[src/rtl/lim_thresh_pkg.sv]
// Shared types and constants for the limiter threshold generator.
// Assumes: every voltage is unsigned Q8.24; the headroom is signed whole percent.
package lim_thresh_pkg;
    typedef enum logic {
        MODE_TRACK    = 1'b0,
        MODE_HEADROOM = 1'b1
    } lim_mode_e;

    // Divisor for the headroom percentage.
    localparam int unsigned PCT_SCALE = 100;
    // Width of the headroom scale factor (100 - h fits in 8 bits for |h| < 28).
    localparam int unsigned FACTOR_W  = 8;
endpackage

[src/rtl/lim_track_path.sv]
// Tracking-mode product: the supply sag below the knee times the gain.
// Assumes: unsigned operands of width W; the product keeps all 2W bits.
module lim_track_path #(
    parameter int W = 32
) (
    input  logic [W-1:0]   sup_v,
    input  logic [W-1:0]   knee_v,
    input  logic [W-1:0]   gain,
    output logic [2*W-1:0] sag_prod
);
    logic [W-1:0] sag;

    // Sag is zero at or above the knee, otherwise knee minus supply.
    always_comb begin
        sag      = (sup_v < knee_v) ? (knee_v - sup_v) : '0;
        sag_prod = {{W{1'b0}}, gain} * {{W{1'b0}}, sag};
    end
endmodule

[src/rtl/lim_headroom_path.sv]
// Headroom-mode product: supply times (100 - h), h a signed whole percent.
// Assumes: HR_W small enough that 100 - h stays positive within FACTOR_W bits.
module lim_headroom_path
    import lim_thresh_pkg::*;
#(
    parameter int W    = 32,
    parameter int HR_W = 5
) (
    input  logic [W-1:0]          sup_v,
    input  logic [HR_W-1:0]       headroom_pct,
    output logic [W+FACTOR_W-1:0] hr_prod
);
    localparam int SW = FACTOR_W + 1;

    logic signed [SW-1:0]   h_ext;
    logic signed [SW-1:0]   factor_s;
    logic [FACTOR_W-1:0]    factor;

    // Sign-extend the percentage and form the unsigned scale factor.
    always_comb begin
        h_ext    = SW'($signed(headroom_pct));
        factor_s = SW'(PCT_SCALE) - h_ext;
        factor   = factor_s[FACTOR_W-1:0];
        hr_prod  = {{FACTOR_W{1'b0}}, sup_v} * {{W{1'b0}}, factor};
    end
endmodule

[src/rtl/lim_finalize.sv]
// Second stage: scales and saturates the registered products, then applies
// the ceiling subtraction and the floor (tracking) or the percent division
// (headroom). Assumes: products from the first stage; Q8.24 with FRAC = 24.
module lim_finalize
    import lim_thresh_pkg::*;
#(
    parameter int W    = 32,
    parameter int FRAC = 24
) (
    input  lim_mode_e              mode,
    input  logic [2*W-1:0]         sag_prod,
    input  logic [W+FACTOR_W-1:0]  hr_prod,
    input  logic [W-1:0]           ceil_v,
    input  logic [W-1:0]           floor_v,
    output logic [W-1:0]           thr
);
    localparam int PW = 2 * W;
    localparam int SW = PW - FRAC;
    localparam int HW = W + FACTOR_W;

    logic [SW-1:0] sag_scaled;
    logic [W-1:0]  reduction;
    logic [W-1:0]  trk_raw;
    logic [W-1:0]  trk_thr;
    logic [HW-1:0] hr_quot;
    logic [W-1:0]  hr_thr;

    // Tracking: drop fraction bits, saturate, subtract with zero clamp, floor.
    always_comb begin
        sag_scaled = sag_prod[PW-1:FRAC];
        reduction  = (|sag_scaled[SW-1:W]) ? '1 : sag_scaled[W-1:0];
        trk_raw    = (reduction >= ceil_v) ? '0 : (ceil_v - reduction);
        trk_thr    = (trk_raw < floor_v) ? floor_v : trk_raw;
    end

    // Headroom: divide by the percent scale and saturate to W bits.
    always_comb begin
        hr_quot = hr_prod / HW'(PCT_SCALE);
        hr_thr  = (|hr_quot[HW-1:W]) ? '1 : hr_quot[W-1:0];
    end

    // Pick the result of the mode that was sampled with the strobe.
    always_comb begin
        thr = (mode == MODE_HEADROOM) ? hr_thr : trk_thr;
    end
endmodule

[src/rtl/lim_thresh_gen.sv]
// Top level: two-stage limiter threshold generator. Stage 1 captures the
// mode, floor and ceiling and both products on a strobe. Stage 2 finishes
// the arithmetic and loads the output register.
// Assumes: synchronous active-low reset; settings matter only on strobe edges.
module lim_thresh_gen
    import lim_thresh_pkg::*;
#(
    parameter int W    = 32,
    parameter int FRAC = 24,
    parameter int HR_W = 5
) (
    input  logic            clk,
    input  logic            rst_n,
    input  logic            sup_vld,
    input  logic [W-1:0]    sup_v,
    input  logic            mode_sel,
    input  logic [W-1:0]    ceil_v,
    input  logic [W-1:0]    knee_v,
    input  logic [W-1:0]    gain,
    input  logic [W-1:0]    floor_v,
    input  logic [HR_W-1:0] headroom_pct,
    output logic [W-1:0]    thr_out,
    output logic            thr_vld
);
    localparam int PW = 2 * W;
    localparam int HW = W + FACTOR_W;

    logic [PW-1:0] sag_prod_c;
    logic [HW-1:0] hr_prod_c;
    logic [W-1:0]  thr_c;

    logic          s1_vld;
    lim_mode_e     s1_mode;
    logic [PW-1:0] s1_sag_prod;
    logic [HW-1:0] s1_hr_prod;
    logic [W-1:0]  s1_ceil;
    logic [W-1:0]  s1_floor;

    lim_track_path #(.W(W)) u_track (
        .sup_v    (sup_v),
        .knee_v   (knee_v),
        .gain     (gain),
        .sag_prod (sag_prod_c)
    );

    lim_headroom_path #(.W(W), .HR_W(HR_W)) u_headroom (
        .sup_v        (sup_v),
        .headroom_pct (headroom_pct),
        .hr_prod      (hr_prod_c)
    );

    // Stage 1: capture products and settings when a strobe arrives.
    always_ff @(posedge clk) begin
        if (!rst_n) begin
            s1_vld      <= 1'b0;
            s1_mode     <= MODE_TRACK;
            s1_sag_prod <= '0;
            s1_hr_prod  <= '0;
            s1_ceil     <= '0;
            s1_floor    <= '0;
        end else begin
            s1_vld <= sup_vld;
            if (sup_vld) begin
                s1_mode     <= lim_mode_e'(mode_sel);
                s1_sag_prod <= sag_prod_c;
                s1_hr_prod  <= hr_prod_c;
                s1_ceil     <= ceil_v;
                s1_floor    <= floor_v;
            end
        end
    end

    lim_finalize #(.W(W), .FRAC(FRAC)) u_final (
        .mode     (s1_mode),
        .sag_prod (s1_sag_prod),
        .hr_prod  (s1_hr_prod),
        .ceil_v   (s1_ceil),
        .floor_v  (s1_floor),
        .thr      (thr_c)
    );

    // Stage 2: load the threshold one cycle after stage 1; valid is sticky.
    always_ff @(posedge clk) begin
        if (!rst_n) begin
            thr_out <= '0;
            thr_vld <= 1'b0;
        end else if (s1_vld) begin
            thr_out <= thr_c;
            thr_vld <= 1'b1;
        end
    end
endmodule

[config.mk]
export PLATFORM = sky130hd
export DESIGN_NAME = lim_thresh_gen
export DESIGN_NICKNAME = d
export VERILOG_FILES = /design/src/rtl/lim_thresh_pkg.sv /design/src/rtl/lim_track_path.sv /design/src/rtl/lim_headroom_path.sv /design/src/rtl/lim_finalize.sv /design/src/rtl/lim_thresh_gen.sv
export SDC_FILE = /design/constraint.sdc
export NUM_CORES = 2
export LEC_CHECK = 0
export ABC_AREA = 1
export BUFFER_PORTS_ARGS = -buffer_cell sky130_fd_sc_hd__buf_2
export CORE_ASPECT_RATIO = 0.5
export CORE_UTILIZATION = 60
export DETAILED_ROUTE_END_ITERATION = 8
export GPL_TIMING_DRIVEN = 0
export PLACE_DENSITY = 0.81
export SLEW_MARGIN = 20
export SYNTH_ARGS = -nofsm -noshare
export SYNTH_HDL_FRONTEND = slang
export SYNTH_SLANG_ARGS = --single-unit
export TNS_END_PERCENT = 1
[constraint.sdc]
create_clock -name clk -period 13.7 [get_ports clk]
set_input_delay 2.74 -clock clk [delete_from_list [all_inputs] [get_ports clk]]
set_output_delay 2.74 -clock clk [all_outputs]
set_load 0.1 [all_outputs]
==> flow_metrics.py <==
metrics = {
    "detailed_routing": {
        "wl_microns": 185000,
        "first_iter_violations": 5377,
        "routedWlPerCell_microns": 21.5,
        "vias": 49400,
        "first_pass_iters": 9,
        "drcViolationCount": 4,
        "ant_nets": 0,
        "viasPerCell": 5.76,
    },
    "sta": {
        "timing.final.crit_share_pct": 117,
        "period_needed_ns": 16.08,
        "worst_clock_skew_ns": 0.0168,
        "setup_viol": 33,
        "clock.fmax_mhz": 62.2,
        "fin_ws_ns": -2.38,
        "worst_pin_slew_ns": 1.31,
        "drv_slew": 0,
        "tns_ns": -25.07,
        "rsz0062_at_grt": "true",
        "hold_viol": 0,
        "relSlewSlack_pct": 12.4,
    },
    "setup_path": {
        "cpMostUsedCell": "nand2_4",
        "crit_type": "reg2reg",
        "crit_path_end_kind": "flip-flop",
        "cp.required_ns": 14.09,
        "crit_path_start_kind": "flip-flop",
        "path_delay_family": "simple AND/OR/NAND/NOR gates",
        "crit_arrival_ns": 16.48,
        "crit_path_top_delay_cell": "dfxtp_2",
        "critPathMaxFanout": 7,
        "slowest_delay_ns": 0.36,
        "critPathBufInv": 13,
    },
    "synth": {
        "synth_edf_count": 0,
        "yosysWarnings": 0,
        "synth_cell_types": 66,
        "async_flop_share_pct": 0,
        "synthCells": 7055,
        "ys_seq_area_share_pct": 6.49,
        "synth_flop_cell": "dfxtp_1",
        "synth_area_sq_um": 54600,
        "synth_seq_cells": 177,
        "syn-mean-instance-area_sq_um": 7.74,
    },
    "global_route": {
        "grt_pass1_wl_microns": 281000,
        "grt_max_degree": 20,
        "grt_pass1_vias": 49500,
        "antenna_found_initial": 7,
        "grt-ovfl-total": 0,
        "track_usage_pct": 40.1,
    },
    "run": {
        "drv_cap": 0,
    },
    "status": {
        "status": "complete, but fails checks",
        "violations": "design-rule violations, negative setup slack",
    },
    "die": {
        "die-area_sq_um": 92300,
        "io_pins": 202,
        "coreArea_sq_um": 89200,
        "dieWidth_microns": 429,
        "placementRows": 77,
        "die_h_microns": 215,
        "initial_utilization_pct": 61.2,
    },
    "placement": {
        "dpl.hpwl_microns": 151000,
        "gp_congestion": 1.07,
        "placed_cells": 8442,
        "io_buffers": 168,
    },
    "cts": {
        "tritoncts": "yes",
        "cts_buffer_depth": 2,
        "cts-root-buf": "clkbuf_16",
        "cts_sinks": 177,
        "postCtsHoldBufs": 0,
        "htree_levels": 4,
        "insertion_delay_ns": 0.46,
        "clk_pin_slew_ns": 0.08,
        "cts_buffers": 17,
    },
    "min_path": {
        "hp-class": "reg2reg",
    },
    "finish": {
        "final_nets": 9038,
        "layout-drive-gt1-share_pct": 11.4,
        "fin_cells": 8580,
        "area_growth_syn_to_layout_pct": 9.24,
    },
}
## state kept, by name, indices dropped and copies added, names as in the netlist
signal and count:
s1_hr_prod 38, s1_mode 1, s1_sag_prod 40, s1_vld 1, thr_out 32, thr_vld 1
s1_ceil 32, s1_floor 32
## timing repair
action | CTS | global route
setup buffers | 70 | 30
gates resized for setup | 194 | 100
endpoints found under the setup margin | 48 | 47
gates cloned | 0 | 0
pin swaps | 105 | 110
## stage by stage
| step | util, % | instance area, sq um | hold slack (ns) | setup slack [ns] |
|---|---|---|---|---|
| final | 66.8 | 59600 | 0.465 | -2.38 |
| after detailed placement | 64.0 | 57100 | 0.454 | -4.36 |
| after floorplan | - | 54700 | 0.440 | -0.0982 |
| after global routing | 66.8 | 59600 | 0.483 | -3.50 |
| after global placement | 63.9 | 57000 | 0.450 | -4.15 |
| after CTS | 66.1 | 59000 | 0.467 | -1.72 |
## cells in the final DEF (no fill, tap or decap), types with 55 or more instances in the layout
cell	n
inv_1	1470
nand2_1	1372
fa_1	1077
nor2_1	600
ha_1	414
a21oi_1	357
o21ai_0	290
clkbuf_1	229
nand3_1	177
dfxtp_1	172
buf_2	170
nand2_2	127
nand2_4	127
buf_4	100
xor2_1	75
nand4_1	55
## final cells by class
type	count	area, sq um
Antenna cell	6	15.0
Buffer	284	1190
Clock buffer	18	429
Clock inverter	14	163
Fill cell	7449	29600
Inverter	1524	5730
Multi-Input combinational cell	5101	45400
Sequential cell	177	3550
Tap cell	1185	1480
Timing Repair Buffer	271	1650
## worst paths after layout
check / start / end / slack (ns) / depth (start not counted)
setup / recovery: s1_hr_prod[39]$_SDFFE_PN0P_ / thr_out[0]$_SDFFE_PN0P_ / -2.38 / 148
hold / removal: thr_out[16]$_SDFFE_PN0P_ / thr_out[16]$_SDFFE_PN0P_ / 0.47 / 2
setup reg to reg: s1_hr_prod[39]$_SDFFE_PN0P_ / thr_out[0]$_SDFFE_PN0P_ / -2.38 / 148
hold reg to reg: thr_out[16]$_SDFFE_PN0P_ / thr_out[16]$_SDFFE_PN0P_ / 0.47 / 2
## cell usage after synthesis, drive strengths merged, types with 11 or more instances
master  instances  share of area [%]
nand2        1635                 13
inv          1514                 10
fa           1077                 39
nor2          650                4.8
ha            416                9.5
a21oi         369                3.5
o21ai         343                3.2
clkbuf        260                1.8
nand3         234                2.5
dfxtp         177                6.5
xor2           75                1.2
nand4          71                1.1
xnor2          52               0.83
o211ai         25               0.36
buf            24               0.19
nor3           13               0.12
o21a           12               0.18
or2            12               0.14
a31oi          11               0.13
o221ai         11               0.18
## worst reg2reg max path, delay by kind of cell, from the launching register on
family	cells	cell delay, ns
and+or+nand+nor	130	13.49
buffers and inverters	13	1.13
AOI/OAI and AO/OA	4	0.87
DFF	1	0.36
xor gates and xnor gates	1	0.17
## per-layer routing
layer	up-vias	global-route usage, %	wire (microns)
li1	21900	-	-
met2	3026	60.8	78700
met1	23800	50.3	67800
met3	711	13.0	24100
met4	6	23.6	13900
met5	-	0	30
## cell families after synthesis
family / share of synthesized area (%)
other: 0.00687
flip-flops: 6.49
buffers and inverters: 12.5
AO/OA/AOI/OAI: 8.20
AND/OR/NAND/NOR: 21.7
XOR/XNOR: 2.04
adder cells (fa/ha/maj): 49.0
Power is left out: the tool's default activity adds up to more than one toggle a clock period on the data nets, which glitch-free logic cannot reach.
